$ cat src/rtl/acm_pkg.sv
package acm_pkg;

    typedef enum logic [1:0] {
        MD_COMM  = 2'd0,
        MD_COMP  = 2'd1,
        MD_PROG  = 2'd2,
        MD_THERM = 2'd3
    } mode_e;

    typedef enum logic [2:0] {
        CK_NONE,
        CK_WRCHAL,
        CK_MAC,
        CK_NEXT,
        CK_LOCK,
        CK_ODSET,
        CK_ODCLR,
        CK_THERM
    } cmd_e;

    localparam logic [7:0] OP_WRCHAL = 8'h0F;
    localparam logic [7:0] OP_MAC    = 8'h55;
    localparam logic [7:0] OP_NEXT   = 8'h3C;
    localparam logic [7:0] OP_LOCK   = 8'h6A;
    localparam logic [7:0] OP_ODSET  = 8'h8B;
    localparam logic [7:0] OP_ODCLR  = 8'h8D;
    localparam logic [7:0] OP_THERM  = 8'hA3;

    typedef struct packed {
        mode_e mode;
        logic  start;
        logic  sel;
        logic  locked;
        logic  od;
        logic  hi_cur;
    } ctl_t;

endpackage

$ cat src/rtl/acm_decode.sv
module acm_decode
    import acm_pkg::*;
(
    input  logic [7:0] code,
    output cmd_e       kind
);

    always_comb begin
        unique case (code)
            OP_WRCHAL: kind = CK_WRCHAL;
            OP_MAC:    kind = CK_MAC;
            OP_NEXT:   kind = CK_NEXT;
            OP_LOCK:   kind = CK_LOCK;
            OP_ODSET:  kind = CK_ODSET;
            OP_ODCLR:  kind = CK_ODCLR;
            OP_THERM:  kind = CK_THERM;
            default:   kind = CK_NONE;
        endcase
    end

endmodule

$ cat src/rtl/acm_chal.sv
module acm_chal #(
    parameter int BYTES = 8
) (
    input  logic               clk,
    input  logic               rst_n,
    input  logic               start,
    input  logic               byte_v,
    input  logic [7:0]         byte_in,
    input  logic               abort,
    input  logic               consume,
    output logic               collecting,
    output logic               fresh,
    output logic [BYTES*8-1:0] data
);

    localparam int IW = (BYTES > 1) ? $clog2(BYTES) : 1;
    localparam logic [IW-1:0] LAST = IW'(BYTES - 1);

    typedef struct packed {
        logic               coll;
        logic               fresh;
        logic [IW-1:0]      cnt;
        logic [BYTES*8-1:0] data;
    } chal_t;

    chal_t s_d, s_q;

    always_comb begin
        s_d = s_q;
        if (abort) begin
            s_d.coll = 1'b0;
            s_d.cnt  = '0;
        end else if (start) begin
            s_d.coll  = 1'b1;
            s_d.cnt   = '0;
            s_d.fresh = 1'b0;
            s_d.data  = '0;
        end else if (byte_v && s_q.coll) begin
            s_d.data[s_q.cnt*8 +: 8] = byte_in;
            if (s_q.cnt == LAST) begin
                s_d.coll  = 1'b0;
                s_d.fresh = 1'b1;
                s_d.cnt   = '0;
            end else begin
                s_d.cnt = s_q.cnt + 1'b1;
            end
        end else if (consume) begin
            s_d.fresh = 1'b0;
            s_d.data  = '0;
        end
    end

    always_ff @(posedge clk or negedge rst_n) begin
        if (!rst_n) s_q <= '0;
        else        s_q <= s_d;
    end

    assign collecting = s_q.coll;
    assign fresh      = s_q.fresh;
    assign data       = s_q.data;


    abort_chk: assert property (@(posedge clk) disable iff (!rst_n)
        $past(abort) |-> !s_q.coll);


    fresh_src_chk: assert property (@(posedge clk) disable iff (!rst_n)
        $rose(s_q.fresh) |-> $past(s_q.coll) && $past(byte_v));

endmodule

$ cat src/rtl/acm_result.sv
module acm_result #(
    parameter int BYTES = 20
) (
    input  logic               clk,
    input  logic               rst_n,
    input  logic               load,
    input  logic [BYTES*8-1:0] digest,
    input  logic               drop,
    input  logic               req,
    output logic               tx_valid,
    output logic [7:0]         tx_byte
);

    localparam int IW = (BYTES > 1) ? $clog2(BYTES) : 1;
    localparam logic [IW-1:0] LAST = IW'(BYTES - 1);

    typedef struct packed {
        logic               avail;
        logic [IW-1:0]      idx;
        logic [BYTES*8-1:0] data;
        logic               v;
        logic [7:0]         b;
    } res_t;

    res_t s_d, s_q;

    always_comb begin
        s_d   = s_q;
        s_d.v = 1'b0;
        if (load) begin
            s_d.avail = 1'b1;
            s_d.idx   = '0;
            s_d.data  = digest;
        end else if (drop) begin
            s_d.avail = 1'b0;
            s_d.idx   = '0;
        end else if (req && s_q.avail) begin
            s_d.v = 1'b1;
            s_d.b = s_q.data[s_q.idx*8 +: 8];
            if (s_q.idx == LAST) begin
                s_d.avail = 1'b0;
                s_d.idx   = '0;
            end else begin
                s_d.idx = s_q.idx + 1'b1;
            end
        end
    end

    always_ff @(posedge clk or negedge rst_n) begin
        if (!rst_n) s_q <= '0;
        else        s_q <= s_d;
    end

    assign tx_valid = s_q.v;
    assign tx_byte  = s_q.b;


    tx_src_chk: assert property (@(posedge clk) disable iff (!rst_n)
        s_q.v |-> $past(req) && $past(s_q.avail));

endmodule

$ cat src/rtl/acm_mode_ctrl.sv
module acm_mode_ctrl
    import acm_pkg::*;
#(
    parameter int CHAL_BYTES = 8,
    parameter int RES_BYTES  = 20
) (
    input  logic                    clk,
    input  logic                    rst_n,
    input  logic                    rx_valid,
    input  logic [7:0]              rx_byte,
    input  logic                    bus_rst,
    input  logic                    prog_win,
    input  logic                    tx_req,
    output logic                    tx_valid,
    output logic [7:0]              tx_byte,
    output logic                    eng_start,
    output logic                    eng_sel,
    output logic [CHAL_BYTES*8-1:0] chal_data,
    input  logic                    eng_done,
    input  logic [RES_BYTES*8-1:0]  eng_digest,
    output logic                    speed_od,
    output logic                    secret_locked,
    output logic                    hi_current,
    output logic                    thm_pull,
    output logic [1:0]              mode
);

    ctl_t c_d, c_q;
    cmd_e kind;

    logic chal_start, chal_bv, chal_abort, chal_consume;
    logic chal_coll, chal_fresh;
    logic res_load, res_drop, res_req;

    acm_decode u_dec (
        .code (rx_byte),
        .kind (kind)
    );

    always_comb begin
        c_d          = c_q;
        c_d.start    = 1'b0;
        chal_start   = 1'b0;
        chal_bv      = 1'b0;
        chal_abort   = 1'b0;
        chal_consume = 1'b0;
        res_load     = 1'b0;
        res_drop     = 1'b0;
        res_req      = 1'b0;
        if (c_q.mode != MD_THERM) begin
            if (bus_rst) begin
                chal_abort = 1'b1;
                c_d.hi_cur = 1'b0;
                if (c_q.mode == MD_PROG) c_d.mode = MD_COMM;
                if (c_q.mode == MD_COMP && eng_done) begin
                    c_d.mode = MD_COMM;
                    res_load = !c_q.sel;
                end
            end else begin
                unique case (c_q.mode)
                    MD_COMM: begin
                        res_req = tx_req;
                        if (rx_valid && chal_coll) begin
                            chal_bv = 1'b1;
                        end else if (rx_valid) begin
                            unique case (kind)
                                CK_WRCHAL: chal_start = 1'b1;
                                CK_MAC, CK_NEXT: begin
                                    if (chal_fresh &&
                                        !(kind == CK_NEXT && c_q.locked)) begin
                                        c_d.start    = 1'b1;
                                        c_d.sel      = (kind == CK_NEXT);
                                        c_d.mode     = MD_COMP;
                                        chal_consume = 1'b1;
                                        res_drop     = 1'b1;
                                    end
                                end
                                CK_LOCK, CK_ODSET, CK_ODCLR: begin
                                    if (prog_win) begin
                                        c_d.mode   = MD_PROG;
                                        c_d.hi_cur = 1'b1;
                                        if (kind == CK_LOCK)  c_d.locked = 1'b1;
                                        if (kind == CK_ODSET) c_d.od     = 1'b1;
                                        if (kind == CK_ODCLR) c_d.od     = 1'b0;
                                    end
                                end
                                CK_THERM: c_d.mode = MD_THERM;
                                default: ;
                            endcase
                        end
                    end
                    MD_COMP: begin
                        if (eng_done) begin
                            c_d.mode = MD_COMM;
                            res_load = !c_q.sel;
                        end
                    end
                    default: ;
                endcase
            end
        end
    end

    always_ff @(posedge clk or negedge rst_n) begin
        if (!rst_n) c_q <= '{mode: MD_COMM, default: '0};
        else        c_q <= c_d;
    end

    acm_chal #(.BYTES(CHAL_BYTES)) u_chal (
        .clk        (clk),
        .rst_n      (rst_n),
        .start      (chal_start),
        .byte_v     (chal_bv),
        .byte_in    (rx_byte),
        .abort      (chal_abort),
        .consume    (chal_consume),
        .collecting (chal_coll),
        .fresh      (chal_fresh),
        .data       (chal_data)
    );

    acm_result #(.BYTES(RES_BYTES)) u_res (
        .clk      (clk),
        .rst_n    (rst_n),
        .load     (res_load),
        .digest   (eng_digest),
        .drop     (res_drop),
        .req      (res_req),
        .tx_valid (tx_valid),
        .tx_byte  (tx_byte)
    );

    assign eng_start     = c_q.start;
    assign eng_sel       = c_q.sel;
    assign speed_od      = c_q.od;
    assign secret_locked = c_q.locked;
    assign hi_current    = c_q.hi_cur;
    assign thm_pull      = (c_q.mode == MD_THERM);
    assign mode          = c_q.mode;


    start_pulse_chk: assert property (@(posedge clk) disable iff (!rst_n)
        c_q.start |=> !c_q.start);


    start_fresh_chk: assert property (@(posedge clk) disable iff (!rst_n)
        c_q.start |-> $past(chal_fresh));


    comp_hold_chk: assert property (@(posedge clk) disable iff (!rst_n)
        (c_q.mode == MD_COMP && !eng_done) |=> c_q.mode == MD_COMP);


    od_window_chk: assert property (@(posedge clk) disable iff (!rst_n)
        !$stable(c_q.od) |-> $past(prog_win));


    hicur_fall_chk: assert property (@(posedge clk) disable iff (!rst_n)
        $fell(c_q.hi_cur) |-> $past(bus_rst));


    therm_sticky_chk: assert property (@(posedge clk) disable iff (!rst_n)
        c_q.mode == MD_THERM |=> c_q.mode == MD_THERM);

endmodule

$ cat config.mk
export PLATFORM = sky130hd
export DESIGN_NAME = acm_mode_ctrl
export DESIGN_NICKNAME = d
export VERILOG_FILES = /design/src/rtl/acm_pkg.sv /design/src/rtl/acm_decode.sv /design/src/rtl/acm_chal.sv /design/src/rtl/acm_result.sv /design/src/rtl/acm_mode_ctrl.sv
export SDC_FILE = /design/constraint.sdc
export NUM_CORES = 1
export LEC_CHECK = 0
export CAP_MARGIN = 10
export CORE_ASPECT_RATIO = 2
export CORE_MARGIN = 1
export CORE_UTILIZATION = 58
export DETAILED_ROUTE_END_ITERATION = 16
export DONT_BUFFER_PORTS = 1
export GPL_ROUTABILITY_DRIVEN = 0
export PLACE_DENSITY_LB_ADDON = 0.2
export SLEW_MARGIN = 10
export SYNTH_ARGS = -nofsm -noshare
export SYNTH_HDL_FRONTEND = slang
export SYNTH_SLANG_ARGS = --single-unit
$ cat constraint.sdc
create_clock -name clk -period 2.9 [get_ports clk]
set_clock_uncertainty 0.2 [all_clocks]
set_input_delay 0.435 -clock clk [delete_from_list [all_inputs] [get_ports clk]]
set_output_delay 0.435 -clock clk [all_outputs]
set_load 0.05 [all_outputs]
==> reports/metrics.cfg <==
[drt]
wirelength_mm = 32.0
drc = 0
initialDrtViolationCount = 329
viasPerCell = 6.07
wl_met3_mm = 1.88
top_layer = met5
met2RoutedLength_mm = 17.7
ant_nets = 0
wl_per_cell_microns = 24.4
drtPass1Iterations = 4
drt-met1-wl_mm = 10.3
vias = 7967

[critical_path]
worstPathRequired_ns = 3.09
crit_path_end_kind = flip-flop
setup.worst_path.start = u_chal.s_q[65]
path_class = flip-flop to flip-flop
rrSetupSlack_ns = 0.06
worstPathMaxFanout = 8
arrival_ns = 3.03
rr_startpoint = u_chal.s_q[65]
reg2reg_depth = 8
cp_slowest_stage_delay_ns = 0.50
cp-start-kind = flip-flop
slowest_stage = or3b_2
path_cells = inv_1 > ha_1 > ha_2 > or3b_2 > or3_1 > nor2_1 > nor3_2 > a2bb2o_1

[synthesis]
synth_area_sq_um = 11800
synth_ff_type = dfrtp_1
synthCells = 943
syn-num-nets = 1123
synth.distinct_cells = 55
avgSynthCellArea_sq_um = 12.5
synth.most_common_cell = dfrtp_1
yosysWarnings = 0
ys_async_sr_fraction_pct = 100
ys_seq_area_share_pct = 53.1
synth_area_leaders = dfrtp_1 (53%), mux2_2 (16%), buf_4 (4.9%), mux4_2 (4.6%), nand2_1 (3.5%)
ys_ff_latch = 251
yosysTopAreaCell = dfrtp_1
synth_commonest_cells = dfrtp_1 (251), mux2_2 (163), nand2_1 (110), buf_4 (77), o21ai_1 (39)
netlist.area_leader.share_pct = 53.1
synth_edf_count = 0

[clocking]
clock_latency_ns = 0.53
clock-sinks = 251
htreeDepth = 1
holdBufCountCts = 169
numCtsBuffers = 23
cts_tree = done
path_clk_slew_ns = 0.07
cts-root-buf = clkbuf_16
clockBufferDepth = 3

[run]
drv_cap = 0

[sta]
tightestPinTransition_ns = 0.998
hold_viol = 251
period_needed_ns = 2.84
timing.final.max_slew_violations = 0
finalCritPeriodShare_pct = 98.0
finalSetupViolCount = 0
slew_headroom_pct = 33.3
fmax_ghz = 0.352
whs_ns = -0.595
setup_slack_ns = 0.0571

[die]
die-area_sq_um = 21000
initial_core_util_pct = 59.4
io_pins = 256
num_rows = 73
fp.dieW_microns = 103
core_sq_um = 19900
die_height_microns = 204

[cells_and_area]
final_area_sq_um = 14100
drive_gt1_share_pct = 26.2
nFillCells = 1346
finalCoreUtilization_pct = 70.7
nets = 1213
fin_cells = 1312
syn2layout_area_growth_pct = 19.1

[hold_path]
hp-class = primary input to asynchronous set/reset pin

[place]
place_inst = 1099
post-place-ws_ns = 0.210
io_buffers = 0
placed_cell_area_sq_um = 11600
dp_hpwl_mm = 20.2

[power]
ir_drop_v = 0.000568
power.total_uw = 7000
p_leak_uw = 0.00644
power.density_nw_per_um2 = 497

[global_routing]
grt_pass1_wl_mm = 49.4
grt_max_degree = 252
antenna_found_initial = 3
overflow = 0
grt_pass1_vias = 8957
track_usage_pct = 31.8

[outcome]
outcome = finished, violations left
violations = hold timing

==> path summary, 6_finish.rpt <==
check | end
min in group clk | secret_locked
max in group asynchronous | u_chal.data[51]
worst max register to register | u_chal.data[39]
worst min register to register | u_res.s_q[124]
worst min-delay path | u_chal.data[45]
worst max-delay path | u_chal.data[39]
==> worst max-delay path, delay by kind of cell, from the launching register on <==
family | cells | cell delay (ns)
AO/OA/AOI/OAI | 1 | 0.32
adder cells (fa/ha/maj) | 2 | 0.60
buffers and inverters | 1 | 0.06
flip-flops | 1 | 0.41
AND/OR/NAND/NOR | 4 | 1.13
==> cells in the final DEF, fill, tap and decap left out, types with 3 or more instances in the layout <==
master	instances
bufinv_16	3
buf_4	19
and4bb_2	4
a32o_1	3
a21oi_1	13
nand3_1	20
nand4bb_1	3
or4_1	3
a22o_1	24
a22oi_1	16
nor4_2	3
dlygate4sd3_1	167
mux2i_1	33
nor2_1	20
nand2_1	110
clkbuf_16	23
inv_6	4
o21ai_1	39
nor2b_1	5
nor3_2	3
and3_1	3
nand4_1	3
clkinvlp_4	5
and2_1	5
o21ai_0	6
or2_2	5
ha_1	4
or3_1	3
dfrtp_1	249
inv_1	3
mux4_2	24
mux2_1	8
mux2_2	163
nor3b_1	4
nand3b_1	3
buf_12	4
==> cells by family after synthesis <==
group,Yosys count,synth area share [%]
fa+ha+maj,5,0.529
simple gates,214,9.38
flops,251,53.1
mux,228,23.7
xor+xnor,2,0.148
buf+inv,130,6.77
compound gates,113,6.37
==> layout make-up <==
type	count	area [sq um]	area share (%)
timing repair buffer	192	1920	13.6
antenna	2	5.00	0.0356
clock inverter	14	173	1.23
sequential	251	6290	44.7
clock buffer	26	607	4.31
inverter	3	11.3	0.0800
multi-input combinational	562	4750	33.7
tap	262	328	2.33
==> per-layer routing <==
metal | up-vias | GRT usage, %
met2 | 361 | 56.9
met5 | - | 0
met1 | 4004 | 32.8
li1 | 3477 | -
met4 | 2 | 20.0
met3 | 123 | 6.43
==> flip-flops by register name, summed over array words and instances, names as in the netlist <==
signal,count
hi_current,1
eng_sel,1
speed_od,1
u_res.tx_byte,8
u_res.s_q,166
mode,2
u_chal.fresh,1
secret_locked,1
u_chal.s_q,3
u_res.tx_valid,1
u_chal.data,64
eng_start,1
u_chal.collecting,1
==> report_power, final <==
group / internal [uW] / leakage [uW] / total (uW) / switching [uW]
clock: 1790 / 0.000368 / 3180 / 1390
combinational: 184 / 0.00257 / 286 / 102
sequential: 3510 / 0.00350 / 3530 / 19.3
==> stage by stage <==
step / hold slack [ns] / setup TNS [ns]
6_report: -0.595 / 0
5_1_grt: -0.615 / -0.00708
4_1_cts: -0.611 / 0
3_5_place_dp: -0.0561 / 0
3_3_place_gp: -0.0557 / 0
2_1_floorplan: -0.0606 / 0
==> timing repair <==
item / CTS / global route
setup endpoints to repair: 0 / 19
endpoints found under the hold margin: 476 / 251
setup buffers: 0 / 2
resized for setup: 0 / 3
Note: power is estimated with default switching activity, not from simulation.
